==> src/rtl/cmp_pkg.sv <==
package cmp_pkg;
  localparam int unsigned DATA_W = 64;
  localparam int unsigned LANE_W = 32;
  localparam int unsigned LANES  = DATA_W / LANE_W;

  typedef struct packed {
    logic lt;
    logic gt;
    logic eq;
    logic so;
  } cond_t;
endpackage

==> src/rtl/cmp_adder.sv <==
// Computes ~a + b + 1 lane by lane, exposing the carry out of every lane.
module cmp_adder #(
  parameter int unsigned DATA_W = 64,
  parameter int unsigned LANE_W = 32,
  localparam int unsigned LANES = DATA_W / LANE_W
) (
  input  logic [DATA_W-1:0] a_i,
  input  logic [DATA_W-1:0] b_i,
  output logic [DATA_W-1:0] sum_o,
  output logic [LANES-1:0]  carry_o
);
  logic [LANES:0] chain;
  assign chain[0] = 1'b1;

  for (genvar l = 0; l < LANES; l++) begin : g_lane
    logic [LANE_W:0] part;
    assign part = {1'b0, ~a_i[l*LANE_W +: LANE_W]}
                + {1'b0, b_i[l*LANE_W +: LANE_W]}
                + {{LANE_W{1'b0}}, chain[l]};
    assign sum_o[l*LANE_W +: LANE_W] = part[LANE_W-1:0];
    assign chain[l+1]                = part[LANE_W];
  end

  assign carry_o = chain[LANES:1];
endmodule

==> src/rtl/cmp_equal.sv <==
// Direct operand equality, per lane, reduced over the selected width.
module cmp_equal #(
  parameter int unsigned DATA_W = 64,
  parameter int unsigned LANE_W = 32,
  localparam int unsigned LANES = DATA_W / LANE_W
) (
  input  logic [DATA_W-1:0] a_i,
  input  logic [DATA_W-1:0] b_i,
  input  logic              word_i,
  output logic              eq_o
);
  logic [LANES-1:0] lane_eq;

  for (genvar l = 0; l < LANES; l++) begin : g_lane
    assign lane_eq[l] = (a_i[l*LANE_W +: LANE_W] == b_i[l*LANE_W +: LANE_W]);
  end

  assign eq_o = word_i ? lane_eq[0] : &lane_eq;
endmodule

==> src/rtl/cmp_order.sv <==
// Derives LT/GT from the difference b - a at the selected width.
module cmp_order (
  input  logic signed_i,
  input  logic a_msb_i,
  input  logic b_msb_i,
  input  logic diff_msb_i,
  input  logic carry_i,
  input  logic eq_i,
  output logic lt_o,
  output logic gt_o
);
  logic lt_uns, lt_sgn;

  // no borrow out of b - a means b >= a
  assign lt_uns = carry_i & ~eq_i;
  // differing signs: the negative one is smaller; otherwise no overflow is possible
  assign lt_sgn = (a_msb_i ^ b_msb_i) ? a_msb_i : (~diff_msb_i & ~eq_i);

  assign lt_o = signed_i ? lt_sgn : lt_uns;
  assign gt_o = ~lt_o & ~eq_i;

  always_comb begin
    if (eq_i) assert_eq_excl_r7 : assert (!lt_o && !gt_o);
  end
endmodule

==> src/rtl/int_cmp_unit.sv <==
module int_cmp_unit
  import cmp_pkg::*;
(
  input  logic              clk_i,
  input  logic              rst_ni,
  input  logic              valid_i,
  input  logic [DATA_W-1:0] opa_i,
  input  logic [DATA_W-1:0] opb_i,
  input  logic              signed_i,
  input  logic              word_i,
  input  logic              so_i,
  output logic              valid_o,
  output logic [3:0]        cond_o
);
  localparam int unsigned HI_LANE = LANES - 1;

  logic [DATA_W-1:0] diff;
  logic [LANES-1:0]  carry;
  logic              eq, lt, gt;
  logic              sel_carry, sel_dmsb, sel_amsb, sel_bmsb;
  cond_t             cond_d, cond_q;

  cmp_adder #(.DATA_W(DATA_W), .LANE_W(LANE_W)) i_adder (
    .a_i    (opa_i),
    .b_i    (opb_i),
    .sum_o  (diff),
    .carry_o(carry)
  );

  cmp_equal #(.DATA_W(DATA_W), .LANE_W(LANE_W)) i_equal (
    .a_i   (opa_i),
    .b_i   (opb_i),
    .word_i(word_i),
    .eq_o  (eq)
  );

  // word mode looks at lane 0, full mode at the top lane
  always_comb begin
    if (word_i) begin
      sel_carry = carry[0];
      sel_dmsb  = diff[LANE_W-1];
      sel_amsb  = opa_i[LANE_W-1];
      sel_bmsb  = opb_i[LANE_W-1];
    end else begin
      sel_carry = carry[HI_LANE];
      sel_dmsb  = diff[DATA_W-1];
      sel_amsb  = opa_i[DATA_W-1];
      sel_bmsb  = opb_i[DATA_W-1];
    end
  end

  cmp_order i_order (
    .signed_i  (signed_i),
    .a_msb_i   (sel_amsb),
    .b_msb_i   (sel_bmsb),
    .diff_msb_i(sel_dmsb),
    .carry_i   (sel_carry),
    .eq_i      (eq),
    .lt_o      (lt),
    .gt_o      (gt)
  );

  assign cond_d = '{lt: lt, gt: gt, eq: eq, so: so_i};

  always_ff @(posedge clk_i or negedge rst_ni) begin
    if (!rst_ni) begin
      valid_o <= 1'b0;
      cond_q  <= '0;
    end else begin
      valid_o <= valid_i;
      if (valid_i) cond_q <= cond_d;
    end
  end

  assign cond_o = cond_q;

  assert_valid_lat_R2 : assert property (@(posedge clk_i) disable iff (!rst_ni)
    valid_i |=> valid_o);
  assert_idle_lat_R2 : assert property (@(posedge clk_i) disable iff (!rst_ni)
    !valid_i |=> (!valid_o && $stable(cond_o)));
  assert_one_hot_R7 : assert property (@(posedge clk_i) disable iff (!rst_ni)
    valid_o |-> ($countones(cond_o[3:1]) == 1));
  assert_so_copy_R8 : assert property (@(posedge clk_i) disable iff (!rst_ni)
    valid_i |=> (cond_o[0] == $past(so_i)));
  assert_eq_full_R3 : assert property (@(posedge clk_i) disable iff (!rst_ni)
    (valid_i && (opa_i == opb_i)) |=> cond_o[1]);
  assert_eq_word_R3 : assert property (@(posedge clk_i) disable iff (!rst_ni)
    (valid_i && word_i && (opa_i[LANE_W-1:0] != opb_i[LANE_W-1:0])) |=> !cond_o[1]);
endmodule

==> config.mk <==
export PLATFORM = sky130hd
export DESIGN_NAME = int_cmp_unit
export DESIGN_NICKNAME = d
export VERILOG_FILES = /design/src/rtl/cmp_pkg.sv /design/src/rtl/cmp_adder.sv /design/src/rtl/cmp_equal.sv /design/src/rtl/cmp_order.sv /design/src/rtl/int_cmp_unit.sv
export SDC_FILE = /design/constraint.sdc
export NUM_CORES = 1
export LEC_CHECK = 0
export BUFFER_PORTS_ARGS = -buffer_cell sky130_fd_sc_hd__buf_2
export CORE_MARGIN = 4
export CORE_UTILIZATION = 45
export CTS_CLUSTER_SIZE = 40
export DETAILED_ROUTE_END_ITERATION = 6
export PLACE_DENSITY = 0.94
export SLEW_MARGIN = 20
export SYNTH_ARGS = -nofsm -noshare
export SYNTH_HDL_FRONTEND = slang
export SYNTH_SLANG_ARGS = --single-unit
==> constraint.sdc <==
create_clock -name clk_i -period 1 [get_ports clk_i]
set_input_delay 0.1 -clock clk_i [delete_from_list [all_inputs] [get_ports clk_i]]
set_output_delay 0.1 -clock clk_i [all_outputs]
set_load 0.005 [all_outputs]
# == After elaboration in Yosys (flattened, before gate mapping) ==
# Index checks and enable logic that the tools add are counted.
# totals
register_bits,5
in_bits,134
out_inout_bits,5
# classes
addsub,4
n_eq_ne,2
n_mux,7
n_bitwise,9
n_reduce_logical,1
# op_table
operator,n
32-bit by 32-bit adder with 33-bit output,2
32-bit == test,2
32-bit inverter,2
33-bit by 1-bit adder with 33-bit output,1
"33-bit by 1-bit adder with 33-bit output, second input constant",1
1-bit two-way mux,7
1-bit bitwise AND,3
1-bit inverter,3
2-bit AND reduction,1
1-bit XOR,1

# == Longest topological paths before layout ==
# logic_depth
ltp_word,11
depth_mapped,10
ltp_nobuf,10

# == By module ==
# Synthesis repeated with hierarchy kept, for this count alone.
# unflattened
cells_unflattened,630
hier_area_um2,4623.2
# by_module_without_submodules
module,instances,cells_each,area_each_um2,seq_area_each_um2
cmp_adder,1,522,3654.8,0.0
cmp_equal,1,86,695.7,0.0
int_cmp_unit,1,13,215.2,125.1
cmp_order,1,9,57.6,0.0

# == Worst setup path after synthesis ==
# OpenSTA, ideal clock, no wires.
# synth_timing
path_kind,input port to flip-flop
start,in opa_i[1]
end,"reg cond_q, in the netlist cond_o[2]"
setup_time_ns,0.128
arrival_ns,2.093
t_required_ns,0.872
slack_ns,-1.221
path_stages,10
cell_sequence,inv_1 -> ha_1 -> nor2b_4 -> o2111a_1 -> o41a_1 -> o2111ai_2 -> a2111oi_1 -> or4b_1 -> a21oi_2 -> a21oi_1
# synth_via
elab_chain_len,11
# synth_lines
item,line_no,source
start: declaration,int_cmp_unit.sv:7,"input logic [DATA_W-1:0] opa_i,"
32-bit inverter,cmp_adder.sv:17,"assign part = {1'b0, ~a_i[l*LANE_W +: LANE_W]}"
32-bit by 32-bit adder with 33-bit output,cmp_adder.sv:18,"+ {1'b0, b_i[l*LANE_W +: LANE_W]}"
33-bit by 1-bit adder with 33-bit output (2 in series),cmp_adder.sv:19,"+ {{LANE_W{1'b0}}, chain[l]};"
1-bit two-way mux,int_cmp_unit.sv:39,if (word_i) begin
1-bit inverter,cmp_order.sv:17,assign lt_sgn = (a_msb_i ^ b_msb_i) ? a_msb_i : (~diff_msb_i & ~eq_i);
1-bit bitwise AND,cmp_order.sv:17,
1-bit two-way mux,cmp_order.sv:17,
1-bit two-way mux,cmp_order.sv:19,assign lt_o = signed_i ? lt_sgn : lt_uns;
1-bit inverter,cmp_order.sv:20,assign gt_o = ~lt_o & ~eq_i;
1-bit bitwise AND *,cmp_order.sv:20,
end signal: assignment,int_cmp_unit.sv:71,if (valid_i) cond_q <= cond_d;
end: declaration,int_cmp_unit.sv:21,"cond_t cond_d, cond_q;"
# Mark *: on every way between the ends. The rest lies on a longest branch, timed or not.
# A chain may end at the register's enable or synchronous reset.

# == Final worst setup path ==
# layout_timing
start,in opb_i[27]
end,"reg cond_q, in the netlist cond_o[3]"
# layout_via
elab_chain_len,8
# layout_lines
item,line_no,source
start: declaration,int_cmp_unit.sv:8,"input logic [DATA_W-1:0] opb_i,"
32-bit by 32-bit adder with 33-bit output,cmp_adder.sv:18,
33-bit by 1-bit adder with 33-bit output (2 in series),cmp_adder.sv:19,
1-bit two-way mux,int_cmp_unit.sv:39,
1-bit inverter,cmp_order.sv:17,
1-bit bitwise AND,cmp_order.sv:17,
1-bit two-way mux,cmp_order.sv:17,
1-bit two-way mux *,cmp_order.sv:19,
# Marked as above.

==> metrics <==
#FFs+latches synth=5; Storage cell area=125 um^2; pre-CTS setup slack=-1410 ps; failing checks=negative setup slack; Longest Clk Path Bufs=2; row count=25; Hold Startpoint=so_i; gpl congestion=0.875; r2r setup slk=270 ps; Pre-antenna DRT Iters=4; Yosys warning count=0; Setup TNS=-3480 ps; Final WS setup=-1280 ps; critical path launch point type=input port; relative slew slack=74.0%; CTS tree=built; share of cells above drive strength 1=48.4%; clk slew on worst S/H paths=30 ps; Worst Max-Slew Pin Slew=381 ps; synthesized area per cell=7.44 um^2; die area=0.00636 mm^2; cell area after layout=0.00393 mm^2; starting density of the core=47.7%; first-pass GRT wire length=12600 um; f_max=438 MHz; Final #Nets=711; DRT antenna net count=0; Setup CP Type=input port to flip-flop; endpoints failing setup=3; met1 Use GR=22.3%; Via Count=3112; hold depth=2; GRT Resource Usage Total=24.0%; DRC=0; reg-to-reg startpoint=cond_o[0]; number of distinct library cells after synthesis=53; DRT iter0 DRCs=67; max_cap viols=0; number of fill cells in the layout=298; Fin. Hold Viols=0; HP Class=input port to flip-flop; Mapped Area=0.00231 mm^2; P&R area growth vs syn=69.6%; CTS sink count=5; Setup crit end kind=flip-flop; commonest non-fill, non-tap cells in the layout=126 x buf_2, 65 x inv_1, 58 x buf_4; Reg2Reg Depth=1; vias in the first global route=3215; pwr/cell area=580 mW/mm^2; antenna violations before repair=0; cells after synthesis=311; number of H-tree levels=1; I/O Buffers=138; RSZ-0062 raised after global routing=true; CTS Root Cell=clkbuf_8; Most Used Layer, Global Route=met2; crit-path max FO=3; Tcrit/Tclk final=228%; DIE HEIGHT=79.7 um; Post-DP HPWL=6760 um; Post-synth ARST share=100%; hold slack=120 ps; Critical Path AT=2380 ps; final global-route overflow total=0; clock skew=0 ps; area of the multi-input gates=0.00214 mm^2; maximum VDD drop=0.333 mV; P_leak=2.27 nW; wire per inst=14.1 um; post-route core utilization=81.0%; final wirelength=8180 um; fin. max-slew vios=0; EDFF count, synth=0; Post-DP Area=0.00369 mm^2; met3 usage=3.72%; post-synth net total=509; Reg-to-Reg End=cond_o[0]; I/O pins=139; largest net degree at the start of global routing=8; global-route met2 utilization=51.3%; Worst EP required=1100 ps; die width=79.7 um; cts bufs inserted=3; hold endpoint=cond_o[0]; Avg Vias per Cell=5.37; status=finished, violations left; antenna cells=0; CORE AREA=0.00485 mm^2; Period minus WS final=2280 ps; later-pin clock latency in the skew report=210 ps; ys flop type=dfrtp_1; sequential area share after synthesis=5.41%; most common cell after layout, fill and taps aside=buf_2
power breakdown:
part / total [W] / leakage [nW] / internal (W) / switching [W]
Combinational: 0.00168 / 2.18 / 0.000920 / 0.000765
Clock: 0.000357 / 0.0228 / 0.000272 / 0.0000848
Sequential: 0.000237 / 0.0607 / 0.000224 / 0.0000124
Total: 0.00228 / 2.27 / 0.00142 / 0.000862
how the worst max path moves through the flow:
stage / from / depth (start not counted) / to / slack, ps
floorplan: opb_i[5] / 9 / cond_o[2] / -1110
global placement: opb_i[1] / 11 / cond_o[3] / -1320
detailed placement: opa_i[25] / 11 / cond_o[2] / -1410
CTS: opa_i[21] / 11 / cond_o[2] / -1150
global route: opa_i[26] / 12 / cond_o[3] / -1350
finish: opb_i[27] / 11 / cond_o[3] / -1280
metal layers:
layer	wire length [um]	share of wire [%]
met5	0	0
met4	177	2.2
met2	4470	55
met1	2900	35
met3	636	7.8
metrics by stage:
stage          std cells  total power [W]
4_1_cts              577          0.00222
3_3_place_gp         571          0.00171
6_report             579          0.00228
5_1_grt              579          0.00249
3_5_place_dp         571          0.00179
2_1_floorplan        311          0.00105
repair_timing:
item / in CTS / in global routing
buffers inserted: 1 / 2
pin swaps: 17 / 12
hold buffers: 1 / 0
resized for setup: 19 / 9
endpoints found under the setup margin: 3 / 3
endpoints found under the hold margin: 5 / 0
gates cloned: 0 / 0
worst max-delay path, stage by stage:
cell	delay, ps
buf_2	120
ha_4	270
nand4_1	100
buf_4	170
nor4_4	330
nand4b_1	200
or4_4	560
a21oi_2	160
or4b_4	140
a21oi_2	30
a22o_1	200
synth_stat cells, drive strengths merged (3+ instances only):
cell type	instances	share of area, %
inv	78	13
ha	64	35
a21oi	25	5.6
nand3	17	3.7
a21o	15	4.9
nand2	11	1.8
nand4	10	2.7
nor2	8	1.3
and3	6	1.6
o21ai	6	1.3
dfrtp	5	5.4
o221ai	5	1.9
nand2b	4	1.1
o2111ai	4	1.8
a211oi	3	1.2
a221oi	3	1.1
a41oi	3	1.1
nor2b	3	1.1
nor4	3	1.1
o211ai	3	1.2
o21a	3	0.97
sequential cells by signal, summed over array words and instances, names as in the netlist:
signal   flops
valid_o      1
cond_o       4
cell type report:
class | instances | share of cell area [%]
Timing Repair Buffer | 198 | 31.2
Multi-Input combinational cell | 227 | 54.4
Inverter | 78 | 7.90
Sequential cell | 5 | 3.19
Tap cell | 67 | 2.14
Clock buffer | 4 | 1.15
kinds of logic after synthesis:
kind of cell             synth area share (%)
AND/OR/NAND/NOR                          17.6
adder cells (fa/ha/maj)                  34.6
buffers and inverters                    12.8
XOR/XNOR                                0.757
flip-flops                               5.41
AO/OA/AOI/OAI                            27.9
multiplexers                            0.919
No activity file was read; power rests on OpenSTA's default activity.
